### src/rtl/sop_array_pkg.sv
// Shared defaults and helpers for the sum-of-products array.
// Assumes: configuration word = AND bits (high), OR bits, polarity bits (low).
package sop_array_pkg;
    localparam int unsigned DEF_INPUTS = 3;
    localparam int unsigned DEF_TERMS  = 4;
    localparam int unsigned DEF_OUTS   = 2;

    // Total number of configuration bits for a given array shape.
    function automatic int unsigned chain_len(int unsigned n_in, int unsigned n_term,
                                              int unsigned n_out);
        return 2 * n_in * n_term + n_term * n_out + n_out;
    endfunction
endpackage

### src/rtl/sop_cfg_chain.sv
// Serial configuration register and arming flag.
// Shifts toward the MSB while cfg_en is high; cfg_done arms the outputs.
// Assumes a synchronous active-low reset that clears everything.
module sop_cfg_chain #(
    parameter int unsigned W = 34
) (
    input  logic         clk,
    input  logic         rst_n,
    input  logic         cfg_en,
    input  logic         cfg_bit,
    input  logic         cfg_done,
    output logic [W-1:0] cfg_q,
    output logic         armed_q
);
    // Shift register holding the whole configuration word.
    always_ff @(posedge clk) begin
        if (!rst_n)
            cfg_q <= '0;
        else if (cfg_en)
            cfg_q <= {cfg_q[W-2:0], cfg_bit};
    end

    // Sticky arming flag, set by the done strobe.
    always_ff @(posedge clk) begin
        if (!rst_n)
            armed_q <= 1'b0;
        else if (cfg_done)
            armed_q <= 1'b1;
    end

    // an enabled edge moves the word up and captures the serial bit
    a_r2_shift_in: assert property (@(posedge clk) disable iff (!rst_n)
        cfg_en |=> (cfg_q[0] == $past(cfg_bit) && cfg_q[W-1:1] == $past(cfg_q[W-2:0])));

    // without the enable the word holds
    a_r3_hold_when_idle: assert property (@(posedge clk) disable iff (!rst_n)
        !cfg_en |=> $stable(cfg_q));

    // done strobe arms the outputs
    a_r4_done_arms: assert property (@(posedge clk) disable iff (!rst_n)
        cfg_done |=> armed_q);

    // arming is sticky until reset
    a_r4_armed_sticky: assert property (@(posedge clk) disable iff (!rst_n)
        armed_q |=> armed_q);
endmodule

### src/rtl/sop_and_plane.sv
// Programmable AND plane: each term is the AND of its connected literals.
// Per term, per input: bit 2i = true literal, bit 2i+1 = complemented literal.
// Assumes clk/rst_n are only used to sample the embedded assertions.
module sop_and_plane #(
    parameter int unsigned N_IN   = 3,
    parameter int unsigned N_TERM = 4
) (
    input  logic                      clk,
    input  logic                      rst_n,
    input  logic [N_IN-1:0]           in_vec,
    input  logic [2*N_IN*N_TERM-1:0]  and_cfg,
    output logic [N_TERM-1:0]         term_o
);
    localparam int unsigned LIT_W = 2 * N_IN;

    logic [N_TERM-1:0][N_IN-1:0] lit_ok;

    for (genvar t = 0; t < N_TERM; t++) begin : g_term
        for (genvar i = 0; i < N_IN; i++) begin : g_lit
            // A connected literal must match the input; an unconnected one passes.
            assign lit_ok[t][i] = (~and_cfg[t*LIT_W + 2*i]     |  in_vec[i]) &
                                  (~and_cfg[t*LIT_W + 2*i + 1] | ~in_vec[i]);

            // both literals of one input force the term low
            a_r6_conflict_kills_term: assert property (@(posedge clk) disable iff (!rst_n)
                (and_cfg[t*LIT_W + 2*i] && and_cfg[t*LIT_W + 2*i + 1]) |-> !term_o[t]);
        end

        // Product term of the connected literals.
        assign term_o[t] = &lit_ok[t];

        // an empty term evaluates to 1
        a_r7_empty_term_high: assert property (@(posedge clk) disable iff (!rst_n)
            (and_cfg[t*LIT_W +: LIT_W] == '0) |-> term_o[t]);
    end
endmodule

### src/rtl/sop_or_plane.sv
// Programmable OR plane with per-output polarity and output gating.
// Output o uses or_cfg[o*N_TERM +: N_TERM]; pol_cfg[o]=1 inverts the sum.
// Assumes outputs are forced low while not armed.
module sop_or_plane #(
    parameter int unsigned N_TERM = 4,
    parameter int unsigned N_OUT  = 2
) (
    input  logic                     clk,
    input  logic                     rst_n,
    input  logic [N_TERM-1:0]        terms,
    input  logic [N_TERM*N_OUT-1:0]  or_cfg,
    input  logic [N_OUT-1:0]         pol_cfg,
    input  logic                     armed,
    output logic [N_OUT-1:0]         f_out
);
    logic [N_OUT-1:0] sum;

    for (genvar o = 0; o < N_OUT; o++) begin : g_out
        // Sum of the selected product terms.
        assign sum[o]   = |(terms & or_cfg[o*N_TERM +: N_TERM]);
        // Polarity applied after the OR term, gated by arming.
        assign f_out[o] = armed & (sum[o] ^ pol_cfg[o]);

        // with no term selected the output equals its polarity bit
        a_r8_empty_sum_gives_pol: assert property (@(posedge clk) disable iff (!rst_n)
            (armed && or_cfg[o*N_TERM +: N_TERM] == '0) |-> (f_out[o] == pol_cfg[o]));
    end

    // nothing reaches the outputs before arming
    a_r4_quiet_until_armed: assert property (@(posedge clk) disable iff (!rst_n)
        !armed |-> (f_out == '0));
endmodule

### src/rtl/sop_array.sv
// Top of the configurable sum-of-products array.
// Chain -> AND plane -> OR plane with polarity; inputs to outputs combinational.
// Assumes configuration is loaded MSB first and then armed with cfg_done.
module sop_array
    import sop_array_pkg::*;
#(
    parameter int unsigned N_IN   = DEF_INPUTS,
    parameter int unsigned N_TERM = DEF_TERMS,
    parameter int unsigned N_OUT  = DEF_OUTS
) (
    input  logic             clk,
    input  logic             rst_n,
    input  logic             cfg_en,
    input  logic             cfg_bit,
    input  logic             cfg_done,
    input  logic [N_IN-1:0]  in_vec,
    output logic [N_OUT-1:0] f_out
);
    localparam int unsigned AND_W   = 2 * N_IN * N_TERM;
    localparam int unsigned OR_W    = N_TERM * N_OUT;
    localparam int unsigned CFG_W   = chain_len(N_IN, N_TERM, N_OUT);
    localparam int unsigned OR_LSB  = N_OUT;
    localparam int unsigned AND_LSB = OR_LSB + OR_W;

    logic [CFG_W-1:0]  cfg_q;
    logic              armed_q;
    logic [N_TERM-1:0] terms;

    sop_cfg_chain #(.W(CFG_W)) u_chain (
        .clk      (clk),
        .rst_n    (rst_n),
        .cfg_en   (cfg_en),
        .cfg_bit  (cfg_bit),
        .cfg_done (cfg_done),
        .cfg_q    (cfg_q),
        .armed_q  (armed_q)
    );

    sop_and_plane #(.N_IN(N_IN), .N_TERM(N_TERM)) u_and (
        .clk     (clk),
        .rst_n   (rst_n),
        .in_vec  (in_vec),
        .and_cfg (cfg_q[AND_LSB +: AND_W]),
        .term_o  (terms)
    );

    sop_or_plane #(.N_TERM(N_TERM), .N_OUT(N_OUT)) u_or (
        .clk     (clk),
        .rst_n   (rst_n),
        .terms   (terms),
        .or_cfg  (cfg_q[OR_LSB +: OR_W]),
        .pol_cfg (cfg_q[0 +: N_OUT]),
        .armed   (armed_q),
        .f_out   (f_out)
    );
endmodule

### config.mk
export PLATFORM = sky130hd
export DESIGN_NAME = sop_array
export DESIGN_NICKNAME = d
export VERILOG_FILES = /design/src/rtl/sop_array_pkg.sv /design/src/rtl/sop_cfg_chain.sv /design/src/rtl/sop_and_plane.sv /design/src/rtl/sop_or_plane.sv /design/src/rtl/sop_array.sv
export SDC_FILE = /design/constraint.sdc
export NUM_CORES = 1
export LEC_CHECK = 0
export ABC_AREA = 1
export BUFFER_PORTS_ARGS = -buffer_cell sky130_fd_sc_hd__buf_2
export CAP_MARGIN = 20
export CELL_PAD_IN_SITES_DETAIL_PLACEMENT = 0
export CELL_PAD_IN_SITES_GLOBAL_PLACEMENT = 1
export CORE_MARGIN = 5
export CORE_UTILIZATION = 33
export CTS_CLUSTER_DIAMETER = 80
export DETAILED_ROUTE_END_ITERATION = 16
export PLACE_DENSITY_LB_ADDON = 0.1
export SLEW_MARGIN = 20
export SYNTH_ARGS = -nofsm -noshare
export SYNTH_HDL_FRONTEND = slang
export SYNTH_HIERARCHICAL = 1
export SYNTH_SLANG_ARGS = --single-unit
### constraint.sdc
create_clock -name clk -period 1.2 [get_ports clk]
set_clock_uncertainty 0.2 [all_clocks]
set_input_delay 0.18 -clock clk [delete_from_list [all_inputs] [get_ports clk]]
set_output_delay 0.18 -clock clk [all_outputs]
set_load 0.05 [all_outputs]
* Word level (Yosys, flattened, before mapping) *
Cells that the tools add are included.

cells by class
  bitwise gates (word level) = 69
  reduce and logical (&&, ||, !) cells = 6

operator list
  operator          count
  $not 1->1         27
  $or 1x1->1        24
  $and 1x1->1       14
  $reduce_and 3->1  4
  $and 4x4->4       2
  $reduce_or 4->1   2
  $xor 1x1->1       2

word-level totals
  bits in registers = 35
  bits of input ports = 8
  output and inout bits = 2
  logic and storage cells = 77

* Longest topological paths before layout *
  depth in word-level cells = 8
  depth in mapped cells = 11
  gate-level depth less buffers = 11

* Cells and area by module *
Netlist, hierarchy kept.

modules (own cells, without submodules)
  module         times used  cells each  area an instance (um^2)  sequential area each (um^2)
  sop_cfg_chain  1           218         1431.4                   700.7
  sop_and_plane  1           62          237.7                    0.0
  sop_or_plane   1           24          95.1                     0.0

* Worst setup path after synthesis *
No wires, ideal clock.

  kind = register to output
  start point = register u_chain.cfg_q[21]
  end point = output f_out[1]
  arrival time = 1.475 ns
  required time = 0.820 ns
  setup slack = -0.655 ns
  cell stages (with the launch flop) = 12
  path buffers = 0
  cell sequence = dfxtp_1 > inv_1 > nand2_1 > nand2_1 > nand2_1 > nor2_1 > nand2_1 > nand2_1 > nor2_2 > nand2_1 > nand2_1 > nor2_1

on the way
  cells in the longest elaborated chain, start to end = 8

RTL lines
  item                    line                 RTL
  start, declared         sop_cfg_chain.sv:12  output logic [W-1:0] cfg_q,
  start signal, assigned  sop_cfg_chain.sv:20  cfg_q <= {cfg_q[W-2:0], cfg_bit};
  $not 1->1               sop_and_plane.sv:22  (~and_cfg[t*LIT_W + 2*i + 1] | ~in_vec[i]);
  $or 1x1->1              sop_and_plane.sv:22
  $and 1x1->1             sop_and_plane.sv:21  assign lit_ok[t][i] = (~and_cfg[t*LIT_W + 2*i] | in_vec[i]) &
  $reduce_and 3->1        sop_and_plane.sv:30  assign term_o[t] = &lit_ok[t];
  net terms[1]            sop_array.sv:27      logic [N_TERM-1:0] terms;
  $and 4x4->4             sop_or_plane.sv:20   assign sum[o] = |(terms & or_cfg[o*N_TERM +: N_TERM]);
  $reduce_or 4->1         sop_or_plane.sv:20
  $xor 1x1->1             sop_or_plane.sv:22   assign f_out[o] = armed & (sum[o] ^ pol_cfg[o]);
  $and 1x1->1             sop_or_plane.sv:22
  end, declared           sop_array.sv:17      output logic [N_OUT-1:0] f_out

The timed path passes the listed nets, and every way through them passes these cells.

* Final worst setup path *
  start point = register u_chain.cfg_q[21]
  end point = output f_out[0]

The elaborated chain is that of the path after synthesis.

==> flow_summary.json <==
{
  "dieArea_mm2": 0.006908,
  "synth.area.top_cells": "dfxtp_1, nand2_1, nor2_1",
  "clock_insertion_delay_worst_skew_ns": 0.28,
  "power_density_mw_per_mm2": 1151,
  "avgRoutedWirePerCell_um": 9.061,
  "fin_ws_ns": -0.7128,
  "synthCells": 304,
  "drt_pass1_iterations": 4,
  "grt_pass1_vias": 1462,
  "fillers": 596,
  "drt_iter0_drc": 37,
  "slew_headroom_pct": 85.33,
  "setup-violations-final": 2,
  "slew_violations": 0,
  "critPathMaxFanout": 2,
  "multi_input_comb_area_um2": 809.5,
  "hold_slack_ns": 0.1228,
  "fmax_ghz": 0.5228,
  "numCtsBuffers": 5,
  "fin_crit_sh_pct": 159.4,
  "grt_setup_unrepaired": "yes",
  "core_mm2": 0.005140,
  "htree_levels": 2,
  "hold_viol_final": 0,
  "area_growth_pct": 28.58,
  "worst-r2r-setup-slack_ns": 0.27,
  "drive_above_1_share_pct": 21.57,
  "vdd_ir_drop_max_mv": 0.5515,
  "hold_class": "primary input to flop",
  "avgSynthCellArea_um2": 5.803,
  "final_common_cell": "nand2_1",
  "final_cell_mix": "nand2_1, nor2_1, inv_1",
  "utilization_pct": 44.13,
  "cts_root_buffer": "clkbuf_8",
  "dieWidth_um": 83.12,
  "fin_area_mm2": 0.002268,
  "synth.ff_latch_count": 35,
  "clk_pin_slew_ns": 0.07,
  "yosysWarnings": 6,
  "grt_pass1_wl_mm": 6.582,
  "drc": 0,
  "violations": "negative setup slack",
  "yosysTopAreaCell": "dfxtp_1",
  "diodes": 0,
  "dp.cells": 405,
  "row_count": 26,
  "routed_wl_mm": 3.742,
  "cts_sinks": 35,
  "gp_congestion": 0.7373,
  "dpl.hpwl_mm": 2.560,
  "cts_tree": "yes",
  "grt_max_degree": 43,
  "finalSetupTns_ns": -1.398,
  "critPathKind": "flop to primary output",
  "yosysTopAreaCellShare_pct": 39.72,
  "vias": 1622,
  "syn-num-nets": 312,
  "cts_max_path_buffers": 2,
  "pre_cts_slack_ns": -0.5661,
  "maxCapViolCount": 0,
  "port_buffers": 9,
  "final_cells": 413,
  "endpoint_kind": "primary output",
  "grt_overflow": 0,
  "ant_nets": 0,
  "ioPinCount": 10,
  "crit_arrival_ns": 1.53,
  "regArea_um2": 706.9,
  "power_mw": 2.611,
  "p_leak_nw": 1.204,
  "status": "finished, violations left",
  "crit_required_ns": 0.82,
  "synth-seq-area-share_pct": 39.72,
  "viasPerCell": 3.927,
  "synthesis.area_mm2": 0.001764,
  "die_h_um": 83.12,
  "finalCriticalPeriod_ns": 1.913,
  "startpoint_type": "flop",
  "antenna_found_initial": 0,
  "worst_pin_slew_ns": 0.2178,
  "yosys.cell_types.count": 10,
  "nets": 352,
  "start_util_pct": 34.32,
  "placed_cell_area_mm2": 0.002120,
  "track_usage_pct": 11.69
}
## sequential cells by signal (all words and copies together) (netlist names)
register and cells:
u_chain/armed_q 1, u_chain/cfg_q 34
## where the power goes
part | leakage (nW) | internal (mW) | switching (mW)
sequential | 0.291 | 1.24 | 0.0425
clock | 0.0371 | 0.387 | 0.399
combinational | 0.875 | 0.248 | 0.295
total | 1.20 | 1.87 | 0.736
## path summary, 6_finish.rpt
kind / start / to / depth (start not counted)
worst min register to register: u_chain/cfg_q[33] / u_chain/cfg_q[33] / 2
worst min-delay path: rst_n / u_chain/cfg_q[0] / 4
worst max register to register: u_chain/cfg_q[6] / u_chain/cfg_q[7] / 5
worst max-delay path: u_chain/cfg_q[21] / f_out[0] / 12
## layer usage
layer | vias to the layer above | track usage [%] | routed length, µm
met5 | - | 0 | 0
met4 | 0 | 5.795 | 55
met3 | 5 | 2.772 | 100
met2 | 16 | 16.84 | 1596
met1 | 668 | 16.17 | 1991
li1 | 933 | - | -
## worst max-delay path, cell delays in order (launching register included)
cell and delay (ns):
dfxtp_2 0.33, inv_2 0.04, nand2_1 0.04, nand2_1 0.08, nand2_2 0.06, nor2_2 0.10, nand2_1 0.07, nand2_1 0.08
nor2_2 0.05, nand2_1 0.07, nand2_2 0.06, nor2_4 0.11, buf_8 0.15
## synth_stat cells
cell type	count
inv_1	56
nand2_1	116
o21ai_0	4
o21a_1	1
nor2_1	76
buf_6	4
nor2_2	2
inv_2	2
dfxtp_1	35
buf_2	8
## area by class of cell
type                    instances  area share (%)
inverters                      58           9.597
well taps                      70           3.861
flip-flops and latches         35           31.16
multi-input cells             199           35.69
repair buffers                 45           16.49
clock buffers                   6           3.199
## timing repair
item | in CTS | in global routing
setup endpoints to repair | 2 | 2
hold endpoints to repair | 2 | 0
setup buffers | 0 | 0
resized for setup | 20 | 9
hold buffers | 2 | 0
pin swaps | 2 | 10
## cell families (layout without fill, tap and decap cells)
kind of cell / after synthesis / after routing / share of synthesized area (%)
AND/OR/NAND/NOR: 194 / 194 / 41.56
AO/OA/AOI/OAI: 5 / 5 / 1.560
buffers and inverters: 70 / 109 / 17.16
flip-flops: 35 / 35 / 39.72
Power figures use the tool's default switching activity.
